--- config.mk ---
export PLATFORM = sky130hd
export DESIGN_NAME = cmp_wave_gen
export DESIGN_NICKNAME = d
export VERILOG_FILES = /design/src/rtl/cmp_wave_gen.sv
export SDC_FILE = /design/constraint.sdc
export NUM_CORES = 1
export LEC_CHECK = 0
export ABC_AREA = 1
export BUFFER_PORTS_ARGS = -buffer_cell sky130_fd_sc_hd__clkbuf_2
export CORE_AREA = 10 10 47 49
export CTS_BUF_LIST = sky130_fd_sc_hd__clkbuf_4 sky130_fd_sc_hd__clkbuf_8 sky130_fd_sc_hd__clkbuf_16
export CTS_CLUSTER_DIAMETER = 60
export DETAILED_ROUTE_END_ITERATION = 8
export DIE_AREA = 0 0 57 59
export PLACE_DENSITY = 0.85
export SLEW_MARGIN = 40
export SYNTH_ARGS = -nofsm -noshare
export SYNTH_HDL_FRONTEND = slang
export SYNTH_SLANG_ARGS = --single-unit
--- constraint.sdc ---
create_clock -name clk -period 3.02 [get_ports clk]
set_input_delay 0.604 -clock clk [delete_from_list [all_inputs] [get_ports clk]]
set_output_delay 0.604 -clock clk [all_outputs]
set_load 0.005 [all_outputs]
--- src/rtl/cmp_wave_gen.sv ---
module cmp_wave_gen #(
  parameter int W = 8,
  parameter bit CHAN_A = 1'b1
) (
  input  logic         clk,
  input  logic         rst_n,
  input  logic         tick,
  input  logic [W-1:0] cnt,
  input  logic         cnt_down,
  input  logic         evt_top,
  input  logic         evt_wrap,
  input  logic [W-1:0] ocr,
  input  logic [W-1:0] ocr_a,
  input  logic [1:0]   act,
  input  logic [2:0]   wmode,
  input  logic         ddr,
  output logic         pin_val,
  output logic         pin_ovr,
  output logic         pin_oe
);

  localparam logic [W-1:0] MAXV = {W{1'b1}};

  wire is_fast  = (wmode[1:0] == 2'b11);
  wire is_phase = (wmode[1:0] == 2'b01);
  wire is_pwm   = is_fast | is_phase;
  wire [W-1:0] top_v = wmode[2] ? ocr_a : MAXV;

  wire tog_mode  = (act == 2'b01) && (!is_pwm || (CHAN_A && wmode[2]));
  wire match     = tick && (cnt == ocr);
  wire top_case  = is_pwm && act[1] && (ocr == top_v);
  wire eff_match = match && !top_case;

  assign pin_ovr = act[1] | tog_mode;
  assign pin_oe  = pin_ovr & ddr;

  logic nxt;
  always_comb begin
    nxt = pin_val;
    if (tog_mode) begin
      if (match) nxt = ~pin_val;
    end else if (act[1]) begin
      if (!is_pwm) begin
        if (match) nxt = act[0];
      end else if (is_fast) begin
        if (eff_match) nxt = act[0];
        if (evt_wrap)  nxt = ~act[0];
      end else begin
        if (eff_match) nxt = cnt_down ? ~act[0] : act[0];
        if (evt_top && top_case) nxt = ~act[0];
      end
    end
  end

  always_ff @(posedge clk) begin
    if (!rst_n) pin_val <= 1'b0;
    else        pin_val <= nxt;
  end

  a_r1_reset_low: assert property (@(posedge clk) !rst_n |=> !pin_val);

  a_r2_oe_needs_ddr: assert property (@(posedge clk) disable iff (!rst_n)
    pin_oe |-> (ddr && act != 2'b00));

  a_r4_clear_on_match: assert property (@(posedge clk) disable iff (!rst_n)
    (wmode == 3'b000 && act == 2'b10 && tick && cnt == ocr) |=> !pin_val);

  a_r6_wrap_wins: assert property (@(posedge clk) disable iff (!rst_n)
    (wmode[1:0] == 2'b11 && act == 2'b10 && evt_wrap) |=> pin_val);

  a_r7_fast_top_ignored: assert property (@(posedge clk) disable iff (!rst_n)
    (wmode[1:0] == 2'b11 && act[1] && ocr == (wmode[2] ? ocr_a : MAXV) && !evt_wrap)
      |=> $stable(pin_val));

  a_r9_phase_top_ignored: assert property (@(posedge clk) disable iff (!rst_n)
    (wmode[1:0] == 2'b01 && act[1] && ocr == (wmode[2] ? ocr_a : MAXV) && !evt_top)
      |=> $stable(pin_val));

  a_r10_disconnected_hold: assert property (@(posedge clk) disable iff (!rst_n)
    (wmode[0] && act == 2'b01 && !(CHAN_A && wmode[2])) |=> $stable(pin_val));

  a_r11_idle_hold: assert property (@(posedge clk) disable iff (!rst_n)
    (!tick && !evt_top && !evt_wrap) |=> $stable(pin_val));

endmodule

Word level (Yosys, flattened, before mapping)
Index checks and enable logic that the tools add are counted.
Storage, ports and cells
  register bits after elaboration: 1
  bits in latches: 0
  memory bits (writable): 0
  memory bits (read-only): 0
  input bits: 36
  output and inout bits: 3
  logic and storage cells: 38
  memories: 0
Cells by class
  $add $sub $neg: 0
  $mul: 0
  divide/modulo/power cells: 0
  order comparisons: 0
  equality and inequality tests: 8
  shifts and indexed selects: 0
  multiplexer cells: 12
  bitwise logic cells: 5
  reductions and logical operators: 12
Operators with widths (number)
  $eq A8 B8 Y1: 2
  $mux W1: 11
  $mux W8: 1
  $logic_and A1 B1 Y1: 6
  $ne A5 B2 Y1 const B: 1
  $ne A5 B3 Y1 const B: 1
  $reduce_and A5 Y1: 1
  $eq A2 B1 Y1 const B: 2
  $reduce_bool A2 Y1: 2
  $eq A2 B2 Y1 const B: 1
  $logic_not A1 Y1: 2
  $ne A2 B1 Y1 const B: 1
  $not A1 Y1: 2
  $or A1 B1 Y1: 2
  $and A1 B1 Y1: 1
  $logic_or A1 B1 Y1: 1

Longest topological paths before layout
Gate-level depths: netlist of the first run.
  word-level depth: 12
  depth in mapped cells: 15

Worst setup path after synthesis of the first run
Ideal clock, no wire load.
  path type: input to output
  start point: input wmode[2]
  end point: output pin_ovr
  data arrival time: 1029 ps
  required time: 2416 ps
  path slack: 1387 ps
  stages: 6
  buffers on the path: 0
  path through: inv_1 > nand2_1 > nand3_1 > inv_1 > nor2_1 > inv_1
On the way
  cells in the longest elaborated chain, start to end: 3
Ends and longest elaborated chain
  start: declaration: RTL line 15  | input logic [2:0] wmode,
  $logic_or A1 B1 Y1: RTL line 29  | wire tog_mode = (act == 2'b01) && (!is_pwm || (CHAN_A && wmode[2]));
  $logic_and A1 B1 Y1: RTL line 29
  $or A1 B1 Y1: RTL line 34  | assign pin_ovr = act[1] | tog_mode;
  end: declaration: RTL line 18  | output logic pin_ovr,
No other way between the ends.

Worst setup path after layout of the first run
Ends and elaborated chain as after synthesis.

==> results of run 1 <==
worst register-to-register path: stages (launching register included):
cell	delay (ps)
dfxtp_1	300
inv_1	50
nand2_1	60
nand3_1	70
nor2_1	110
nor2_1	40
final timing paths:
path | start | end | slack, ps | cells past startpoint
min reg2reg | pin_val$_SDFFE_PN0P_ | pin_val$_SDFFE_PN0P_ | 530 | 4
max reg2reg | pin_val$_SDFFE_PN0P_ | pin_val$_SDFFE_PN0P_ | 2270 | 5
min | pin_val$_SDFFE_PN0P_ | pin_val$_SDFFE_PN0P_ | 530 | 4
max | wmode[2] | pin_ovr | 900 | 8
report_power, final:
part	switching [mW]	internal (mW)	total, mW
combinational	0.0422	0.0384	0.0806
clock	0	0	0
sequential	0.000313	0.0142	0.0145
metrics by stage:
step	util [%]	std cells	hold WS, ps
2_1_floorplan	-	107	531
3_3_place_gp	50.9	160	529
3_5_place_dp	50.9	160	534
4_1_cts	50.9	160	534
5_1_grt	50.9	160	555
6_report	50.9	160	534
final cells by class:
type | count | area, µm² | share of cell area (%)
Inverter | 25 | 93.8 | 13.2
Timing Repair Buffer | 38 | 190 | 26.7
Sequential cell | 1 | 20.0 | 2.81
Multi-Input combinational cell | 80 | 389 | 54.6
Tap cell | 16 | 20.0 | 2.81
placed cells by master, fill, tap and decap left out, drive strengths merged:
cell,n
clkbuf,38
nand2,32
inv,25
nand3,15
nor2,14
o21ai,7
xnor2,4
a21oi,3
xor2,3
o211a,1
a21boi,1
dfxtp,1
logic make-up after synthesis:
| family | after synthesis |
|---|---|
| flops | 1 |
| compound gates | 12 |
| buf+inv | 26 |
| simple gates | 61 |
| xor+xnor | 7 |
synth_stat cells:
| cell type | count | area, µm² |
|---|---|---|
| nand3_2 | 1 | 10.0 |
| o21ai_0 | 7 | 35.0 |
| o211a_1 | 1 | 10.0 |
| xnor2_1 | 4 | 35.0 |
| inv_1 | 25 | 93.8 |
| a21oi_1 | 3 | 15.0 |
| nor2_2 | 3 | 18.8 |
| a21boi_0 | 1 | 7.51 |
| nand2_1 | 32 | 120 |
| buf_6 | 1 | 11.3 |
| xor2_1 | 3 | 26.3 |
| nand3_1 | 14 | 70.1 |
| dfxtp_1 | 1 | 20.0 |
| nor2_1 | 11 | 41.3 |
layer usage:
metal	up-vias	track usage [%]	part of all wire, %
li1	398	-	-
met1	304	9.14	41
met2	19	14.4	48
met3	2	3.22	9.4
met4	0	0.671	1.1
met5	-	0	0
==> results.toml, run 1 <==
[logic_synthesis]
ys_ff_latch = 1
syn_area_per_cell_um2 = 4.81
synth_top_family_by_area = "simple AND/OR/NAND/NOR gates"
synthAdderAreaFrac_pct = 0
ys_warn_count = 0
netlist_instances = 107
syn-num-nets = 143
netlist_area_um2 = 514
synth_compound_area_share_pct = 13.1
ys_seq_area_share_pct = 3.89
yosys.area_share.simple_pct = 50.6
ys_types = 14
synthXorXnorAreaFrac_pct = 11.9
synth_mux_area_share_pct = 0

[critical_path]
cp-start-kind = "primary input"
end_kind = "primary output"
path_class = "in2out"
crit_fanout = 14
slowest_stage = "clkbuf_2"
cpMostUsedCell = "inv_1"
cp.arrival_ps = 1510
worstPathRequired_ps = 2420
slowest_delay_ps = 190
cp_cell_sequence = "clkbuf_2 -> inv_1 -> nand2_1 -> nand3_1 -> inv_1 -> nor2_1 -> inv_1 -> clkbuf_2"
path_buf_inv = 5
cp_top_family = "buffers and inverters"

[sta]
relSlewSlack_pct = 84.0
setup_slack_ps = 904
min_period_ps = 2120
rsz0062_at_grt = "false"
hold_violations = 0
setup_viol = 0
min_period_over_period_pct = 70.1
worstMarginPinSlew_ps = 239
tns_ps = 0
fin_skew_ps = 0
slew_viol_final = 0
fmax_ghz = 0.473

[place]
port_buffers = 38
place.gp.congestion = 0.741
dp_slack_ps = 929
dp_hpwl_um = 1410
dpl-instance-area_um2 = 713

[layout]
drive_gt1_share_pct = 29.2
top_register = "pin_val"
final_area_um2 = 713
reg_top3 = "pin_val x1"
synthToLayoutAreaGrowth_pct = 38.7
largest_reg_flops = 1
fin_nets = 182
nFillCells = 159
antenna_cells = 0

[drt]
post-route-drc-count = 0
drt-initial-drc-count = 10
routed-via-count = 723
wl_per_cell_um = 9.43
viasPerCell = 4.52
ant_nets = 0
routed_wl_um = 1510
first_pass_iters = 4

[die]
num_rows = 14
num_io_pins = 39
initial_core_util_pct = 36.7
die-width_um = 57
dieArea_um2 = 3360
fp.dieH_um = 59
coreArea_um2 = 1400

[run_status]
outcome = "completed"

[flow_run]
drv_cap = 0

[clocking]
cts_hold_buf = 0
cts_resized = 0
clkSlewWorstSetupHoldPaths_ps = 0
post_cts_buffers = 0
insertion_delay_ps = 0

[pwr]
leakagePower_nw = 0.480
irDropWorstVdd_uv = 104
p_total_mw = 0.0951
p_per_area_nw_per_um2 = 133

[worst_hold_path]
min_path_type = "reg2reg"

[grt]
grt_remaining_overflow = 0
track_usage_pct = 8.08
grt_pass1_vias = 643
grt_max_degree = 15
grt_antenna_before_repair = 0
grt_pass1_wl_um = 2480
Note: power is estimated with default switching activity, not from simulation.
==> run 2: changes to the inputs <==
--- a/config.mk
+++ b/config.mk
@@ -5,13 +5,13 @@
 export SDC_FILE = /design/constraint.sdc
 export NUM_CORES = 1
 export LEC_CHECK = 0
-export ABC_AREA = 1
+export ABC_AREA = 0
 export BUFFER_PORTS_ARGS = -buffer_cell sky130_fd_sc_hd__clkbuf_2
-export CORE_AREA = 10 10 47 49
+export CORE_MARGIN = 10
+export CORE_UTILIZATION = 38
 export CTS_BUF_LIST = sky130_fd_sc_hd__clkbuf_4 sky130_fd_sc_hd__clkbuf_8 sky130_fd_sc_hd__clkbuf_16
 export CTS_CLUSTER_DIAMETER = 60
 export DETAILED_ROUTE_END_ITERATION = 8
-export DIE_AREA = 0 0 57 59
 export PLACE_DENSITY = 0.85
 export SLEW_MARGIN = 40
 export SYNTH_ARGS = -nofsm -noshare
==> constraint.sdc (replaced) <==
create_clock -name clk -period 2 [get_ports clk]
set_input_delay 0.4 -clock clk [delete_from_list [all_inputs] [get_ports clk]]
set_output_delay 0.4 -clock clk [all_outputs]
set_load 0.005 [all_outputs]
==> run 2 against run 1 <==
Compared with the run above: sequential power is 57% higher; synthesized cell count shrank 36%; clock skew did not move; hold slack improved by 130 ps; first-iteration DRC count is 10% higher; total power is 70% higher; critical path type is now in2reg.
==> results.toml, run 2 <==
[logic_synthesis]
yosysTopAreaCell = "xor2_1"
ys_warn_count = 0
async_reset_ff_share_pct = 0
syn_area_per_cell_um2 = 7.22
synth.top_cells.by_count = "xor2_1, nand2b_1, xnor2_1"
syn-num-nets = 105
netlist_instances = 69
synthMostInstantiatedCell = "xor2_1"
ys_ff_latch = 1
synth_ff_type = "dfxtp_1"
synth_area_leaders = "xor2_1, xnor2_1, nand2b_1"
netlist_area_um2 = 498
synth_edf_count = 0
netlist.area_leader.share_pct = 14.1
ys_seq_area_share_pct = 4.02
ys_types = 33

[layout]
reg_top3 = "pin_val x1"
synthToLayoutAreaGrowth_pct = 52.5
mostFrequentLayoutCells = "clkbuf_2, xor2_1, nand2b_1, xnor2_1"
largest_reg_flops = 1
fin_nets = 145
instances_no_fill = 121
nFillCells = 106
final_area_um2 = 759
top_register = "pin_val"
layout_commonest_cell = "clkbuf_2"
final_core_util_pct = 64.9
antenna_cells = 0
drive_gt1_share_pct = 44.9

[drt]
drt-initial-drc-count = 11
wl_per_cell_um = 15.3
ant_nets = 0
first_pass_iters = 4
viasPerCell = 5.48
post-route-drc-count = 0
routed-via-count = 663
routed_wl_um = 1850

[clocking]
cts_hold_buf = 0
insertion_delay_ps = 0
clkSlewWorstSetupHoldPaths_ps = 0

[worst_hold_path]
min_path_type = "reg2reg"

[die]
fp.dieH_um = 56.2
num_io_pins = 39
dieArea_um2 = 3160
coreArea_um2 = 1170
die-width_um = 56.2
num_rows = 12
initial_core_util_pct = 42.5

[critical_path]
path_class = "in2reg"
end_kind = "flip-flop"
slowest_delay_ps = 440
path_buf_inv = 1
crit_fanout = 9
worstPathRequired_ps = 1870
slowest_stage = "o41ai_2"
cp-start-kind = "primary input"
cp_cell_sequence = "buf_4 -> and4b_1 -> a31oi_1 -> nor4_4 -> a31oi_2 -> o41ai_2 -> a21oi_2"
cp_top_family = "compound AO/OA/AOI/OAI gates"
cp.arrival_ps = 1850

[place]
dpl-instance-area_um2 = 702
dp_slack_ps = 58.0
port_buffers = 38
placed_cells = 120
place.gp.congestion = 0.850
dp_hpwl_um = 1570

[grt]
grt_remaining_overflow = 0
track_usage_pct = 9.40
grt_antenna_before_repair = 0
grt_pass1_vias = 635
grt_max_degree = 10
grt_pass1_wl_um = 2670

[run_status]
outcome = "completed"

[sta]
min_period_over_period_pct = 99.3
setup_viol = 0
fmax_ghz = 0.504
fin_skew_ps = 0
min_period_ps = 1990
setup_slack_ps = 14.9
tns_ps = 0
slew_viol_final = 0
relSlewSlack_pct = 74.9
hold-worst-slack_ps = 667
worstMarginPinSlew_ps = 372
hold_violations = 0

[pwr]
irDropWorstVdd_uv = 96.2
leakagePower_nw = 0.370
p_total_mw = 0.161
p_per_area_nw_per_um2 = 212

[flow_run]
drv_cap = 0
## run 2: layer usage
metal / vias to the layer above / share of wire (%) / global-route usage [%]
met3: 4 / 7.5 / 1.82
met1: 299 / 34 / 9.11
met2: 29 / 56 / 19.7
li1: 331 / - / -
met4: 0 / 2.6 / 1.02
met5: - / 0 / 0
## run 2: kinds of logic after synthesis
logic type / count (synthesis) / synth area share [%]
mux: 1 / 2.01
compound gates: 17 / 24.6
buf+inv: 5 / 3.77
flops: 1 / 4.02
xor+xnor: 14 / 24.6
simple gates: 31 / 41.0
## run 2: final cells by class
type                    count  area (µm²)  area share (%)
multi-input cells          63         507            66.7
repair buffers             39         200            26.4
flip-flops and latches      1        20.0            2.64
well taps                  14        17.5            2.31
inverters                   4        15.0            1.98
## run 2: path summary, 6_finish.rpt
path	from	end	slack, ps	depth (start not counted)
worst max register to register	pin_val$_SDFFE_PN0P_	pin_val$_SDFFE_PN0P_	1040	3
worst max-delay path	wmode[2]	pin_val$_SDFFE_PN0P_	10	7
worst min register to register	pin_val$_SDFFE_PN0P_	pin_val$_SDFFE_PN0P_	670	2
worst min-delay path	pin_val$_SDFFE_PN0P_	pin_val$_SDFFE_PN0P_	670	2
## run 2: worst min-delay path, stage by stage, from the launching register on
cell and delay [ps]:
dfxtp_1 390, o41ai_2 120, a21oi_2 110
## run 2: what timing repair did
action | CTS | global route
endpoints found under the setup margin | 0 | 1
buffers inserted | 0 | 1
resized for setup | 0 | 11
## run 2: power breakdown
group | switching, mW | internal, mW | leakage, nW
clock network | 0 | 0 | 0
registers | 0.00141 | 0.0214 | 0.00815
logic | 0.0691 | 0.0694 | 0.362
total | 0.0706 | 0.0908 | 0.370
==> run 3: changes to the inputs <==
--- a/config.mk
+++ b/config.mk
@@ -6,7 +6,7 @@
 export NUM_CORES = 1
 export LEC_CHECK = 0
 export ABC_AREA = 0
-export BUFFER_PORTS_ARGS = -buffer_cell sky130_fd_sc_hd__clkbuf_2
+export BUFFER_PORTS_ARGS = -buffer_cell sky130_fd_sc_hd__buf_2
 export CORE_MARGIN = 10
 export CORE_UTILIZATION = 38
 export CTS_BUF_LIST = sky130_fd_sc_hd__clkbuf_4 sky130_fd_sc_hd__clkbuf_8 sky130_fd_sc_hd__clkbuf_16
==> run 3 against run 2 <==
Compared with the run above: final area increased by 3.8%; clock skew did not move; global-route usage is 0.22 points lower; hold slack got worse by 45 ps; critical path depth unchanged; critical endpoint unchanged; largest cell class unchanged.
==> results.toml, run 3 (same netlist as run 2, synthesis figures left out) <==
[layout]
reg_top3 = "pin_val x1"
nFillCells = 96
mostFrequentLayoutCells = "buf_2, xor2_1, nand2b_1"
multi_input_area_um2 = 515
fin_nets = 146
synthToLayoutAreaGrowth_pct = 58.3
layout_commonest_cell = "buf_2"
seq_area_um2 = 20.0
largest_reg_flops = 1
antenna_cells = 0
drive_gt1_share_pct = 46.3
top_register = "pin_val"

[drt]
ant_nets = 0
drt-initial-drc-count = 17
routed_wl_um = 1820
first_pass_iters = 4
routed-via-count = 651
viasPerCell = 5.34
post-route-drc-count = 0
wl_per_cell_um = 14.9

[grt]
grt_pass1_vias = 616
grt_max_degree = 10
gr-usage-met2_pct = 17.8
grt_use_met1_pct = 10.6
grt_remaining_overflow = 0
grt_antenna_before_repair = 0
grt_pass1_wl_um = 2660
busiest_layer = "met2"
use_met3_pct = 1.37
track_usage_pct = 9.18

[place]
dp_slack_ps = 44.2
place.gp.congestion = 0.831
port_buffers = 38
dp_hpwl_um = 1510

[critical_path]
end_kind = "flip-flop"
worstPathRequired_ps = 1870
cp.arrival_ps = 1810
crit_fanout = 6
cp-start-kind = "primary input"
rrSetupSlack_ps = 1060
path_class = "in2reg"

[pwr]
irDropWorstVdd_uv = 102
p_total_mw = 0.169
p_sw_share_pct = 42.5
leakagePower_nw = 0.377
switchingPower_mw = 0.0718
p_seq_share_pct = 13.3
p_int_mw = 0.0971
pwr-share-comb_pct = 86.7
p_clk_share_pct = 0
p_per_area_nw_per_um2 = 214

[die]
num_io_pins = 39
num_rows = 12
die-width_um = 56.2
dieArea_um2 = 3160
initial_core_util_pct = 42.5
fp.dieH_um = 56.2
coreArea_um2 = 1170

[sta]
tns_ps = 0
setup_slack_ps = 56.8
setup_viol = 0
relSlewSlack_pct = 71.5
slew_viol_final = 0
min_period_over_period_pct = 97.2
worstMarginPinSlew_ps = 425
fin_skew_ps = 0
min_period_ps = 1940
hold_violations = 0
fmax_ghz = 0.515

[run_status]
outcome = "completed"

[worst_hold_path]
min_path_type = "reg2reg"

[clocking]
cts_hold_buf = 0
insertion_delay_ps = 0
clkSlewWorstSetupHoldPaths_ps = 0

[flow_run]
drv_cap = 0
[run 3: stage by stage]
step           cells  hold slack (ps)  cell area (µm²)  util [%]
2_1_floorplan     69              571              498         -
3_5_place_dp     120              631              702      59.9
5_1_grt          122              691              788      67.3
3_3_place_gp     120              579              702      59.9
6_report         122              621              788      67.3
4_1_cts          120              632              702      59.9
[run 3: path summary, 6_finish.rpt]
path,cells after the start,from,end
min reg2reg,2,pin_val$_SDFFE_PN0P_,pin_val$_SDFFE_PN0P_
min,2,pin_val$_SDFFE_PN0P_,pin_val$_SDFFE_PN0P_
max,7,wmode[2],pin_val$_SDFFE_PN0P_
max reg2reg,3,pin_val$_SDFFE_PN0P_,pin_val$_SDFFE_PN0P_
[run 3: power groups by stage]
stage / combinational [mW] / sequential (mW) / clock, mW
floorplan: 0.0672 / 0.0223 / 0
global placement: 0.123 / 0.0223 / 0
detailed placement: 0.127 / 0.0224 / 0
CTS: 0.128 / 0.0224 / 0
global route: 0.161 / 0.0228 / 0
finish: 0.146 / 0.0225 / 0
[run 3: repair_timing]
item,in CTS,in global routing
endpoints found under the setup margin,0,1
setup buffers,0,2
endpoints found under the hold margin,0,0
resized for setup,0,14
[run 3: area by class of cell]
| class | instances | share of cell area [%] |
|---|---|---|
| inverter | 4 | 1.90 |
| multi-input combinational | 63 | 65.4 |
| sequential | 1 | 2.54 |
| tap | 14 | 2.22 |
| timing repair buffer | 40 | 27.9 |
[run 3: worst max-delay path, cell delays in order]
cell and delay [ps]:
buf_12 100, and4b_1 250, a31oi_2 60, nor4_4 370, a31oi_2 160, o41ai_2 410
a21oi_2 50
[run 3: layer usage]
metal  vias up  wire length [µm]
li1        332                 -
met1       296               653
met5         -                 0
met4         0                 0
met3         0               104
met2        23              1060
